$ cat config.mk
export PLATFORM = sky130hd
export DESIGN_NAME = i2c_scl_prescaler
export DESIGN_NICKNAME = d
export VERILOG_FILES = /design/src/rtl/ipre_pkg.sv /design/src/rtl/ipre_decode.sv /design/src/rtl/ipre_stage1.sv /design/src/rtl/ipre_stage2.sv /design/src/rtl/i2c_scl_prescaler.sv
export SDC_FILE = /design/constraint.sdc
export NUM_CORES = 1
export LEC_CHECK = 0
export ABC_CLOCK_PERIOD_IN_PS = 4900
export BUFFER_PORTS_ARGS = -buffer_cell sky130_fd_sc_hd__buf_4
export CAP_MARGIN = 25
export CORE_MARGIN = 8
export CORE_UTILIZATION = 62
export CTS_BUF_LIST = sky130_fd_sc_hd__clkbuf_8
export DETAILED_ROUTE_END_ITERATION = 16
export HOLD_SLACK_MARGIN = 0.15
export PLACE_DENSITY = 0.91
export SETUP_SLACK_MARGIN = 0.1
export SLEW_MARGIN = 20
export SYNTH_ARGS = -nofsm -noshare
export SYNTH_HDL_FRONTEND = slang
export SYNTH_SLANG_ARGS = --single-unit
$ cat constraint.sdc
create_clock -name clk -period 4.9 [get_ports clk]
set_input_delay 0.49 -clock clk [delete_from_list [all_inputs] [get_ports clk]]
set_output_delay 0.49 -clock clk [all_outputs]
set_load 0.02 [all_outputs]
$ cat src/rtl/ipre_pkg.sv
package ipre_pkg;
    localparam int CDF_W   = 2;
    localparam int SCGD_W  = 6;
    localparam int CFG_W   = CDF_W + SCGD_W;
    localparam int PER_OFS = 20;
    localparam int PER_MAX = 8 * (2**SCGD_W - 1) + PER_OFS;
    localparam int CNT_W   = $clog2(PER_MAX + 1);

    typedef struct packed {
        logic [SCGD_W-1:0] scgd;
        logic [CDF_W-1:0]  cdf;
    } cfg_t;
endpackage

$ cat src/rtl/ipre_decode.sv
module ipre_decode
    import ipre_pkg::*;
#(
    parameter int PCLK_HZ  = 33_000_000,
    parameter int IMAX_HZ  = 20_000_000,
    parameter int SCGD_TOP = 62
) (
    input  cfg_t              cfg,
    output logic [CDF_W-1:0]  cdf,
    output logic [SCGD_W-1:0] scgd,
    output logic              ok
);
    localparam int N_DIV = 2**CDF_W;

    logic [N_DIV-1:0] rate_ok;

    for (genvar g = 0; g < N_DIV; g++) begin : g_rate
        localparam bit RATE_FINE = (PCLK_HZ / (g + 1)) < IMAX_HZ;
        assign rate_ok[g] = RATE_FINE;
    end

    always_comb begin
        cdf  = cfg.cdf;
        scgd = cfg.scgd;
        ok   = rate_ok[cfg.cdf] && (int'(cfg.scgd) <= SCGD_TOP);
    end
endmodule

$ cat src/rtl/ipre_stage1.sv
module ipre_stage1
    import ipre_pkg::*;
(
    input  logic             clk,
    input  logic             rst_n,
    input  logic             hold,
    input  logic [CDF_W-1:0] cdf,
    output logic             ien
);
    typedef struct packed {
        logic [CDF_W-1:0] cnt;
        logic             pulse;
    } s1_t;

    s1_t s_d, s_q;

    always_comb begin
        s_d = s_q;
        if (hold) begin
            s_d.cnt   = '0;
            s_d.pulse = 1'b0;
        end else begin
            s_d.pulse = (s_q.cnt == cdf);
            s_d.cnt   = (s_q.cnt == cdf) ? '0 : s_q.cnt + 1'b1;
        end
    end

    always_ff @(posedge clk or negedge rst_n) begin
        if (!rst_n) s_q <= '0;
        else        s_q <= s_d;
    end

    assign ien = s_q.pulse;
endmodule

$ cat src/rtl/ipre_stage2.sv
module ipre_stage2
    import ipre_pkg::*;
(
    input  logic              clk,
    input  logic              rst_n,
    input  logic              hold,
    input  logic              ien,
    input  logic [SCGD_W-1:0] scgd,
    output logic              tick_fall,
    output logic              tick_lmid,
    output logic              tick_rise,
    output logic              tick_hmid,
    output logic              scl_lvl
);
    typedef struct packed {
        logic [CNT_W-1:0] cnt;
        logic             fall;
        logic             lmid;
        logic             rise;
        logic             hmid;
        logic             lvl;
    } s2_t;

    s2_t s_d, s_q;

    logic [CNT_W-1:0] per, low_len, lmid_at, hmid_at;

    always_comb begin
        per     = CNT_W'({scgd, 3'b000}) + CNT_W'(PER_OFS);
        low_len = (per + 1'b1) >> 1;
        lmid_at = low_len >> 1;
        hmid_at = low_len + ((per - low_len) >> 1);
    end

    always_comb begin
        s_d      = s_q;
        s_d.fall = 1'b0;
        s_d.lmid = 1'b0;
        s_d.rise = 1'b0;
        s_d.hmid = 1'b0;
        if (hold) begin
            s_d.cnt = '0;
            s_d.lvl = 1'b1;
        end else if (ien) begin
            s_d.fall = (s_q.cnt == '0);
            s_d.lmid = (s_q.cnt == lmid_at);
            s_d.rise = (s_q.cnt == low_len);
            s_d.hmid = (s_q.cnt == hmid_at);
            if (s_q.cnt == '0)     s_d.lvl = 1'b0;
            if (s_q.cnt == low_len) s_d.lvl = 1'b1;
            s_d.cnt = (s_q.cnt == per - 1'b1) ? '0 : s_q.cnt + 1'b1;
        end
    end

    always_ff @(posedge clk or negedge rst_n) begin
        if (!rst_n) begin
            s_q     <= '0;
            s_q.lvl <= 1'b1;
        end else begin
            s_q <= s_d;
        end
    end

    assign tick_fall = s_q.fall;
    assign tick_lmid = s_q.lmid;
    assign tick_rise = s_q.rise;
    assign tick_hmid = s_q.hmid;
    assign scl_lvl   = s_q.lvl;
endmodule

$ cat src/rtl/i2c_scl_prescaler.sv
module i2c_scl_prescaler
    import ipre_pkg::*;
#(
    parameter int PCLK_HZ  = 33_000_000,
    parameter int IMAX_HZ  = 20_000_000,
    parameter int SCGD_TOP = 62
) (
    input  logic             clk,
    input  logic             rst_n,
    input  logic             en,
    input  logic             cfg_wr,
    input  logic [CFG_W-1:0] cfg_byte,
    output logic             cfg_ok,
    output logic             iclk_en,
    output logic             tick_fall,
    output logic             tick_lmid,
    output logic             tick_rise,
    output logic             tick_hmid,
    output logic             scl_lvl
);
    cfg_t              cfg_d, cfg_q;
    logic [CDF_W-1:0]  cdf;
    logic [SCGD_W-1:0] scgd;
    logic              set_ok;
    logic              hold;

    always_comb begin
        cfg_d = cfg_q;
        if (cfg_wr) cfg_d = cfg_t'(cfg_byte);
    end

    always_ff @(posedge clk or negedge rst_n) begin
        if (!rst_n) cfg_q <= '0;
        else        cfg_q <= cfg_d;
    end

    ipre_decode #(
        .PCLK_HZ (PCLK_HZ),
        .IMAX_HZ (IMAX_HZ),
        .SCGD_TOP(SCGD_TOP)
    ) u_dec (
        .cfg (cfg_q),
        .cdf (cdf),
        .scgd(scgd),
        .ok  (set_ok)
    );

    assign hold   = !en || cfg_wr || !set_ok;
    assign cfg_ok = set_ok;

    ipre_stage1 u_s1 (
        .clk  (clk),
        .rst_n(rst_n),
        .hold (hold),
        .cdf  (cdf),
        .ien  (iclk_en)
    );

    ipre_stage2 u_s2 (
        .clk      (clk),
        .rst_n    (rst_n),
        .hold     (hold),
        .ien      (iclk_en),
        .scgd     (scgd),
        .tick_fall(tick_fall),
        .tick_lmid(tick_lmid),
        .tick_rise(tick_rise),
        .tick_hmid(tick_hmid),
        .scl_lvl  (scl_lvl)
    );
endmodule

Word-level counts from Yosys, hierarchy flattened
Cells that the tools add are included.
Word-level totals
  latch bits: 0
  register bits: 26
  memories: 0
  ROM bits: 0
  output and inout bits: 7
  bits of input ports: 12
  logic and storage cells: 44
  memory bits (writable): 0
Operators by class
  multiply operators: 0
  eq/ne operators: 5
  div/mod/pow operators: 0
  $add $sub $neg: 7
  shift operators: 0
  bitwise operators: 0
  reductions and logical operators: 9
  mux-type cells: 11
  magnitude comparators: 2
Operators with widths (count)
  $add A10 B1 Y10 const B: 2
  $eq A10 B10 Y1: 2
  $mux W10: 2
  $mux W15: 1
  $add A9 B5 Y10 const B: 1
  $add A9 B9 Y10: 1
  $eq A10 B8 Y1: 1
  $eq A10 B9 Y1: 1
  $logic_not A10 Y1: 1
  $sub A10 B1 Y10 const B: 1
  $sub A10 B9 Y10: 1
  $le A6 B6 Y1 const B: 1
  $mux W1: 4
  $mux W4: 1
  $lt A2 B3 Y1 const B: 1
  $mux W3: 1
  $reduce_bool A3 Y1: 1
  $add A2 B1 Y2 const B: 1
  $bmux W1 S2: 1
  $eq A2 B2 Y1: 1
  $logic_not A1 Y1: 2
  $logic_or A1 B1 Y1: 2
  $mux W2: 1
  $reduce_and A2 Y1: 1
  other kinds (2): 2

Longest topological paths before layout
Gate-level depths: netlist of the first run.
  depth after elaboration: 7
  gate-level depth with buffers: 17
  depth with buffers taken out: 14

Cells and area by module
Synthesis of the first run repeated with hierarchy kept, for this count alone.
Second synthesis, totals
  cells, all modules: 269
  area, all modules: 2456.1 um2
By module, submodules not included
  ipre_stage2: seq. area each 376.6 um2, area each 1891.8 um2, cells an instance 227, times used 1
  i2c_scl_prescaler: seq. area each 200.2 um2, area each 339.1 um2, cells an instance 18, times used 1
  ipre_stage1: seq. area each 75.1 um2, area each 146.4 um2, cells an instance 13, times used 1
  ipre_decode: seq. area each 0.0 um2, area each 78.8 um2, cells an instance 11, times used 1

Worst setup path before layout of the first run
Ideal clock, no wire load.
  path kind: register to register
  start point: register cfg_q[3] in the netlist's numbering
  end point: register u_s2.s_q (netlist bit u_s2.tick_hmid)
  arrival time: 3.731 ns
  setup time: 0.087 ns
  cell stages (with the launch flop): 18
  path buffers: 3
  clock period less this slack: 3.818 ns
  slack: 1.082 ns
  path through: dfrtp_1 > buf_6 > inv_1 > ha_1 > buf_2 > xor2_1 > a221oi_1 > nor3_1 > nor2_1 > xnor2_1 > ha_1 > clkbuf_1 > nand3_1 > a211oi_1 > o31a_1 > or3_1 > a221o_1 > a211oi_2
RTL lines
  from (decl): line i2c_scl_prescaler.sv:21  | cfg_t cfg_d, cfg_q;
  from (signal assigned): line i2c_scl_prescaler.sv:34  | else cfg_q <= cfg_d;
  to (decl): line ipre_stage2.sv:24  | s2_t s_d, s_q;

==> results of run 1 <==
-- worst min-delay path, cell delays in order --
cell	delay (ns)
buf_4	0.07
nand2_1	0.04
o21ai_0	0.05
-- power by group --
group / switching (mW) / total (mW) / internal [mW]
clock network: 0.0667 / 0.139 / 0.0719
logic: 0.218 / 0.407 / 0.189
registers: 0.0197 / 0.241 / 0.222
-- final timing paths --
| check | startpoint | end | slack [ns] | cells past startpoint |
|---|---|---|---|---|
| setup / recovery | cfg_q[3] | u_s2.tick_hmid | 0.62 | 14 |
| hold / removal | cfg_byte[2] | cfg_q[2] | 0.42 | 3 |
| setup reg to reg | cfg_q[3] | u_s2.tick_hmid | 0.62 | 14 |
| hold reg to reg | u_s1.s_q[1] | u_s1.s_q[1] | 0.51 | 1 |
| max in group asynchronous | rst_n | u_s2.scl_lvl | 3.96 | 2 |
| min in group asynchronous | rst_n | u_s2.s_q[8] | 0.65 | 2 |
-- cells in the mapped netlist, drive strengths merged (4+ instances only) --
cell	n	area (um2)
a211oi	5	42.5
a21oi	14	70.1
a31oi	6	37.5
and3	5	31.3
buf	10	55.1
clkbuf	8	30.0
dfrtp	25	626
ha	17	213
inv	15	56.3
nand2	24	90.1
nand2b	5	31.3
nand3	12	60.1
nand4	4	25.0
nor2	14	52.6
nor3	7	35.0
nor4	4	25.0
o21ai	11	55.1
xnor2	31	290
xor2	19	166
-- final cells by class --
| type | instances | area, um2 |
|---|---|---|
| tap | 48 | 60.1 |
| fill | 305 | 1110 |
| sequential | 26 | 652 |
| clock buffer | 4 | 55.1 |
| multi-input combinational | 215 | 1550 |
| inverter | 15 | 56.3 |
| timing repair buffer | 20 | 150 |
-- flip-flops by register name, summed over array words and instances, names as in the netlist --
| register | cells |
|---|---|
| u_s2.tick_hmid | 1 |
| u_s1.ien | 1 |
| cfg_q | 8 |
| u_s2.tick_fall | 1 |
| u_s2.scl_lvl | 1 |
| u_s2.tick_lmid | 1 |
| u_s2.s_q | 10 |
| u_s2.tick_rise | 1 |
| u_s1.s_q | 2 |
-- placed cells by master, fill, tap and decap left out, types with 5 or more instances in the layout --
cell	instances
a21oi_1	14
a31oi_1	6
and3_1	5
buf_4	18
dfrtp_1	25
ha_1	17
inv_1	15
nand2_1	24
nand2b_1	5
nand3_1	12
nor2_1	14
nor3_1	7
o21ai_0	11
xnor2_1	30
xor2_1	19
-- routing by layer --
metal | track usage, % | vias up | wire length, um | share of wire (%)
met5 | 0 | - | 0 | 0
met4 | 4.53 | 0 | 53 | 1.0
met3 | 3.80 | 7 | 327 | 6.4
met2 | 28.3 | 59 | 2430 | 48
met1 | 22.5 | 923 | 2300 | 45
li1 | - | 973 | - | -
-- logic make-up (layout without fill, tap and decap cells) --
group / count (synthesis) / after routing / synth area share [%]
adders and majority gates: 17 / 17 / 9.10
buffers and inverters: 33 / 39 / 6.05
AOI/OAI and AO/OA: 56 / 56 / 16.3
xor gates and xnor gates: 50 / 50 / 19.5
DFF: 26 / 26 / 27.9
muxes: 5 / 5 / 2.30
and+or+nand+nor: 87 / 87 / 18.9
-- what timing repair did --
| item | in CTS | in global routing |
|---|---|---|
| hold buffers | 1 | 0 |
| endpoints found under the hold margin | 25 | 0 |
| buffers inserted | 0 | 0 |
==> impl_metrics.csv, run 1 <==
group,metric,value,unit
status,status,"completed",
clock_tree,htreeDepth,1,
clock_tree,ctsResizeCount,0,
clock_tree,cts_tree,"done",
clock_tree,clockBufferDepth,2,
global_routing,grtUsageTotal,17.3,%
clock_tree,clk_pin_slew,0.09,ns
floorplanning,die_y,77.4,um
layout,syn_to_final_growth,7.70,%
yosys,synthArstFlopShare,100,%
layout,stdcell_count,328,
place,gp_congestion,0.930,
yosys,syn_inst,274,
global_routing,grt_pass1_vias,1881,
timing,worst_slack,0.624,ns
floorplanning,num_io_pins,19,
timing,setup-violations-final,0,
timing,finalHoldViolCount,0,
layout,fin_area,2520,um2
yosys,synth.distinct_cells,50,
floorplanning,rows,22,
floorplanning,start_util,64.4,%
routing,drtIter0Drc,211,
floorplanning,coreArea,3630,um2
clock_tree,clockRootBuffer,"clkbuf_8",
worst_hold_path,hp-class,"primary input to register",
global_routing,grt-ovfl-total,0,
routing,firstDrtPassIters,5,
critical_path,cp.required,5.10,ns
timing,whs,0.418,ns
yosys,ys_seq_elements,26,
critical_path,crit_path_max_fanout,15,
critical_path,critical-path-slowest-cell,"dfrtp_1",
place,dp_slack,0.683,ns
global_routing,antenna_found_initial,0,
power,total_power,0.787,mW
yosys,synth_area,2340,um2
yosys,synth_top_flop_cell,"dfrtp_1",
clock_tree,cts_sinks,26,
routing,ant_nets,0,
yosys,ys_seq_area_share,27.9,%
critical_path,cpMostUsedCell,"ha_1",
place,post_dp_cell_area,2450,um2
layout,utilization,69.3,%
timing,fin_crit,4.28,ns
critical_path,cp_data_arrival_time,4.47,ns
layout,antennaDiodeCount,0,
timing,post-route-period-util,87.3,%
routing,via_count,1962,
place,dp.cells,323,
place,placement.io_buffers,18,
floorplanning,dieArea,5990,um2
critical_path,critical_path.top_delay_family,"compound AO/OA/AOI/OAI gates",
routing,viasPerCell,5.98,
timing,slew_headroom,58.2,%
critical_path,cp_cell_sequence,"inv_1 > ha_1 > xor2_1 > a221oi_1 > nor3_1 > nor2_1 > xnor2_1 > ha_1 > nand3_1 > a211oi_1 > o31a_1 > or3_1 > a221o_1 > a211oi_2",
routing,wl_per_cell,15.6,um
power,p_leak,1.11,nW
clock_tree,cts_buffers,3,
timing,drv_slew,0,
critical_path,cp-start-kind,"register",
yosys,avgSynthCellArea,8.53,um2
yosys,syn_nets,303,
yosys,yosys_warnings,0,
global_routing,grt_pass1_wl,8.83,mm
critical_path,path_class,"register to register",
power,ir_drop,0.182,mV
run,maxCapViolCount,0,
layout,fin_nets,310,
power,cellPowerDensity,313,nW/um2
routing,drcViolationCount,0,
place,dp_hpwl,3.92,mm
timing,finalSetupTns,0,ns
timing,fmaxAchievable,0.234,GHz
yosys,synth-edff-count,0,
clock_tree,clk_latency,0.27,ns
critical_path,crit_buf_inv,1,
routing,routed_wl,5.11,mm
layout,layout-drive-gt1-share,11.1,%
critical_path,critPathMaxStageDelay,0.69,ns
timing,skew,0.00316,ns
timing,rsz0062_at_grt,"false",
floorplanning,die_w,77.4,um
timing,worst_slew_pin_slew,0.622,ns
critical_path,worstSetupEndpointType,"register",
global_routing,grt_max_degree,27,
(Power assumes the default switching activity.)
==> run 2, diff against run 1 <==
- PLACE_DENSITY: 0.91 -> 0.82
==> run 2 against run 1 <==
  * Combinational power is essentially flat
  * Sequential power about the same
  * Clock skew fell by 0.0020 ns
  * Largest cell class unchanged
==> impl_metrics.csv, run 2 (synthesis gave the netlist of run 1 again) <==
group,metric,value,unit
routing,viasPerCell,5.85,
layout,antennaDiodeCount,0,
power,ir_drop,0.256,mV
timing,finalSetupTns,0,ns
critical_path,cpMostUsedCell,"ha_1",
layout,layout-drive-gt1-share,11.1,%
clock_tree,ctsResizeCount,0,
critical_path,path_class,"register to register",
timing,worst_slew_pin_slew,0.635,ns
global_routing,grt_pass1_vias,1861,
timing,drv_slew,0,
layout,largest_register,"u_s2.s_q",
routing,via_count,1919,
layout,final_common_cell,"xnor2_1",
critical_path,r2r_start,"cfg_q[3]",
place,gp_congestion,0.958,
timing,slew_headroom,57.4,%
place,dp_hpwl,3.80,mm
critical_path,critical-path-slowest-cell,"dfrtp_1",
floorplanning,num_io_pins,19,
clock_tree,clockRootBuffer,"clkbuf_8",
clock_tree,htreeDepth,1,
critical_path,endpoint,"u_s2.tick_hmid",
routing,drcViolationCount,0,
clock_tree,cts_buffers,3,
power,total_power,0.782,mW
timing,fmaxAchievable,0.229,GHz
critical_path,reg2reg_slack,0.54,ns
critical_path,reg2reg_depth,14,
timing,setup-violations-final,0,
global_routing,grt_max_degree,27,
floorplanning,dieArea,5990,um2
timing,post-route-period-util,89.0,%
critical_path,cp.required,5.09,ns
critical_path,worstSetupEndpointType,"register",
critical_path,r2r_end,"u_s2.tick_hmid",
floorplanning,rows,22,
clock_tree,cts.hold.buffers_added,1,
layout,mostFrequentLayoutCells,"xnor2_1, dfrtp_1, nand2_1",
clock_tree,clockBufferDepth,2,
global_routing,grt_pass1_wl,8.53,mm
status,status,"completed",
floorplanning,coreArea,3630,um2
routing,routed_wl,4.90,mm
critical_path,cp-startpoint,"cfg_q[3]",
critical_path,crit_path_max_fanout,15,
critical_path,crit_buf_inv,1,
routing,firstDrtPassIters,4,
worst_hold_path,hp-class,"primary input to register",
layout,largest_register_ffs,10,
global_routing,grtUsageTotal,16.7,%
routing,drtIter0Drc,172,
power,cellPowerDensity,310,nW/um2
global_routing,antenna_found_initial,0,
critical_path,critPathMaxStageDelay,0.68,ns
clock_tree,clk_latency,0.26,ns
layout,utilization,69.3,%
critical_path,critical_path.top_delay_family,"compound AO/OA/AOI/OAI gates",
timing,finalHoldViolCount,0,
routing,wl_per_cell,15.0,um
clock_tree,cts_setup_buffers,0,
critical_path,cp-start-kind,"register",
clock_tree,cts_sinks,26,
floorplanning,die_w,77.4,um
routing,ant_nets,0,
timing,skew,0.00118,ns
layout,syn_to_final_growth,7.70,%
critical_path,path_depth,14,
clock_tree,clk_pin_slew,0.08,ns
layout,largestRegisters,"u_s2.s_q (10), cfg_q (8), u_s1.s_q (2)",
floorplanning,start_util,64.4,%
global_routing,grt-ovfl-total,0,
place,placement.io_buffers,18,
timing,rsz0062_at_grt,"false",
critical_path,cp_data_arrival_time,4.55,ns
critical_path,cp_cell_sequence,"inv_1 > ha_1 > xor2_1 > a221oi_1 > nor3_1 > nor2_1 > xnor2_1 > ha_1 > nand3_1 > a211oi_1 > o31a_1 > or3_1 > a221o_1 > a211oi_2",
clock_tree,cts_tree,"done",
layout,fin_nets,310,
power,p_leak,1.11,nW
floorplanning,die_y,77.4,um
run,maxCapViolCount,0,
timing,fin_crit,4.36,ns
[run 2: cell counts in the layout (fill, tap and decap cells not counted)]
Identical to the previous run, type by type.
[run 2: area by class of cell]
cell class                 instances  area, um2
multi-input combinational        215       1550
fill                             317       1110
sequential                        26        652
timing repair buffer              20        150
tap                               48       60.1
inverter                          15       56.3
clock buffer                       4       55.1
[run 2: worst reg2reg max path, delay by kind of cell (launching register included)]
| kind | cells | cell delay (ns) |
|---|---|---|
| simple gates | 4 | 0.70 |
| buf+inv | 1 | 0.20 |
| xor+xnor | 2 | 0.32 |
| flops | 1 | 0.68 |
| compound gates | 5 | 1.43 |
| fa+ha+maj | 2 | 0.97 |
[run 2: through the flow]
step / hold slack [ns] / setup slack (ns) / area, um2 / cells
2_1_floorplan: 0.194 / 1.08 / 2340 / 274
3_3_place_gp: 0.410 / 0.811 / 2450 / 322
3_5_place_dp: 0.415 / 0.643 / 2450 / 323
4_1_cts: 0.422 / 0.595 / 2520 / 328
5_1_grt: 0.433 / 0.266 / 2520 / 328
6_report: 0.426 / 0.538 / 2520 / 328
[run 2: worst min path at each step]
| stage | from | endpoint | cells after the start |
|---|---|---|---|
| after floorplan | rst_n | cfg_q[0] | 0 |
| after global placement | rst_n | u_s1.s_q[1] | 1 |
| after detailed placement | rst_n | u_s1.s_q[1] | 1 |
| final | cfg_byte[4] | cfg_q[4] | 3 |
| after global routing | cfg_byte[7] | cfg_q[7] | 3 |
| after CTS | cfg_byte[4] | cfg_q[4] | 3 |
[run 2: power by group]
group,internal (mW),switching [mW]
clock network,0.0717,0.0621
registers,0.222,0.0193
logic,0.189,0.218
[run 2: metal layers]
metal  vias up  wire (um)  global-route usage (%)
met1       899       2260                    21.9
met3         4        293                    3.46
met2        48       2320                    28.0
met5         -          0                       0
li1        968          -                       -
met4         0         35                    2.64
==> run 3, diff against run 2 <==
- CELL_PAD_IN_SITES_DETAIL_PLACEMENT: unset -> 1
- CELL_PAD_IN_SITES_GLOBAL_PLACEMENT: unset -> 2
- CORE_UTILIZATION: 62 -> 38
- MAX_ROUTING_LAYER: unset -> met4
- PLACE_DENSITY: 0.82 -> unset
- PLACE_DENSITY_LB_ADDON: unset -> 0.1
- SLEW_MARGIN: 20 -> unset
==> run 3 against run 2 <==
  * Cell area increased by 2.4%
  * Clock power rose by 37%
  * Die area up 49%
  * Critical path depth unchanged
  * Sequential power barely moved
  * Setup slack lost 0.045 ns
  * Combinational power is 5.9% higher
  * Non-clock buffer count up 1
  * Via count rose by 3.0%
  * Final cell count is 8.5% higher
  * Worst hold slack worse by 0.017 ns
  * Sequential cell count is the same
  * Largest cell class unchanged
  * Highest routed layer unchanged
==> impl_metrics.csv, run 3 (synthesis gave the netlist of run 1 again) <==
group,metric,value,unit
timing,post-route-period-util,89.9,%
layout,stdcell_count,356,
layout,syn_to_final_growth,10.3,%
layout,largest_register_ffs,10,
worst_hold_path,hp-start,"cfg_byte[3]",
power,p_leak,1.12,nW
clock_tree,cts_sinks,26,
place,dp.cells,351,
global_routing,grt-ovfl-total,0,
timing,slew_headroom,61.2,%
layout,fin_nets,311,
critical_path,cp-start-kind,"register",
floorplanning,rows,28,
layout,largest_register,"u_s2.s_q",
routing,drcViolationCount,0,
timing,finalSetupTns,0,ns
timing,worst_slack,0.493,ns
routing,firstDrtPassIters,4,
power,p_clk_share,21.5,%
power,power_frac_seq,28.2,%
clock_tree,cts_buffers,3,
clock_tree,cts_tree,"done",
critical_path,path_class,"register to register",
critical_path,reg2reg_depth,14,
power,intPower,0.523,mW
timing,drv_slew,0,
clock_tree,cts_setup_buffers,0,
clock_tree,cts.hold.buffers_added,1,
clock_tree,clockRootBuffer,"clkbuf_8",
worst_hold_path,hp-class,"primary input to register",
routing,drtIter0Drc,70,
layout,layout-drive-gt1-share,11.4,%
critical_path,cp_data_arrival_time,4.60,ns
floorplanning,coreArea,5920,um2
global_routing,grt_pass1_vias,2031,
worst_hold_path,min_to,"cfg_q[3]",
global_routing,grt_pass1_wl,10.8,mm
global_routing,antenna_found_initial,0,
power,p_comb_share,50.3,%
floorplanning,start_util,39.5,%
layout,largestRegisters,"u_s2.s_q (10), cfg_q (8), u_s1.s_q (2)",
routing,routed_wl,6.44,mm
global_routing,grt_max_degree,27,
layout,mostFrequentLayoutCells,"xnor2_1, dfrtp_1, nand2_1",
place,gp_congestion,0.771,
power,cellPowerDensity,332,nW/um2
timing,skew,0.00352,ns
critical_path,reg2reg_slack,0.49,ns
clock_tree,htreeDepth,1,
critical_path,r2r_start,"cfg_q[3]",
critical_path,r2r_end,"u_s2.tick_hmid",
worst_hold_path,holdPathStages,3,
floorplanning,die_w,94.4,um
power,p_sw_share,38.9,%
floorplanning,dieArea,8920,um2
timing,worst_slew_pin_slew,0.583,ns
critical_path,worstSetupEndpointType,"register",
power,ir_drop,0.183,mV
routing,wl_per_cell,18.1,um
floorplanning,die_y,94.4,um
place,dp_slack,0.572,ns
layout,fillers,702,
timing,setup-violations-final,0,
layout,final_common_cell,"xnor2_1",
place,dp_hpwl,4.98,mm
routing,ant_nets,0,
timing,rsz0062_at_grt,"false",
timing,fmaxAchievable,0.227,GHz
layout,antennaDiodeCount,0,
routing,via_count,1977,
clock_tree,clockBufferDepth,2,
timing,finalHoldViolCount,0,
floorplanning,num_io_pins,19,
power,total_power,0.856,mW
global_routing,grtUsageTotal,15.9,%
clock_tree,clk_pin_slew,0.10,ns
timing,fin_crit,4.41,ns
place,placement.io_buffers,18,
clock_tree,ctsResizeCount,0,
run,maxCapViolCount,0,
critical_path,cp.required,5.10,ns
power,p_sw,0.333,mW
status,status,"completed",
critical_path,crit_path_max_fanout,15,
clock_tree,clk_latency,0.28,ns
routing,viasPerCell,5.55,
[run 3: cell types whose count changed in the layout (fill, tap and decap cells not counted)]
cell | previous run | this run
buf_2 | 1 | 0
clkbuf_8 | 4 | 3
buf_4 | 18 | 20
bufinv_16 | 0 | 1
[run 3: critical path, stage by stage (launching register included)]
cell and delay [ns]:
dfrtp_1 0.72, inv_1 0.19, ha_1 0.65, xor2_1 0.19
a221oi_1 0.48, nor3_1 0.12, nor2_1 0.14, xnor2_1 0.13
ha_1 0.33, nand3_1 0.12, a211oi_1 0.05, o31a_1 0.30
or3_1 0.33, a221o_1 0.37, a211oi_2 0.19
[run 3: worst max-delay path by stage]
stage | endpoint | from | slack (ns) | cells after the start
finish | u_s2.tick_hmid | cfg_q[3] | 0.49 | 14
global route | u_s2.tick_hmid | cfg_q[3] | 0.16 | 14
global placement | u_s2.tick_hmid | cfg_q[3] | 0.72 | 14
CTS | u_s2.tick_hmid | cfg_q[3] | 0.51 | 14
floorplan | u_s2.tick_hmid | cfg_q[3] | 1.08 | 17
detailed placement | u_s2.tick_hmid | cfg_q[3] | 0.57 | 14
[run 3: layout make-up]
| type | count | area [um2] | share of cell area [%] |
|---|---|---|---|
| clock buffer | 3 | 41.3 | 1.60 |
| sequential | 26 | 652 | 25.3 |
| timing repair buffer | 21 | 160 | 6.21 |
| tap | 75 | 93.8 | 3.64 |
| multi-input combinational | 215 | 1550 | 59.9 |
| inverter | 15 | 56.3 | 2.18 |
| clock inverter | 1 | 30.0 | 1.16 |
[run 3: power by group through the flow]
| stage | registers (mW) | clock network (mW) | logic (mW) |
|---|---|---|---|
| 2_1_floorplan | 0.233 | 0 | 0.347 |
| 4_1_cts | 0.242 | 0.188 | 0.432 |
| 5_1_grt | 0.244 | 0.201 | 0.483 |
| 3_3_place_gp | 0.246 | 0 | 0.425 |
| 6_report | 0.241 | 0.184 | 0.431 |
| 3_5_place_dp | 0.246 | 0 | 0.429 |
[run 3: stage by stage]
step / hold slack, ns / area [um2] / util (%)
2_1_floorplan: 0.194 / 2340 / -
3_3_place_gp: 0.434 / 2500 / 42.2
3_5_place_dp: 0.440 / 2500 / 42.2
4_1_cts: 0.407 / 2580 / 43.6
5_1_grt: 0.415 / 2580 / 43.6
6_report: 0.409 / 2580 / 43.6
[run 3: layer usage]
metal  up-vias  share of wire (%)  track usage [%]  routed length (um)
li1        975                  -                -                   -
met2        13                 49             25.8                3160
met1       982                 48             20.1                3090
met4         0                1.5             4.89                  99
met3         7                1.3             1.67                  86
met5         -                  0                -                   0
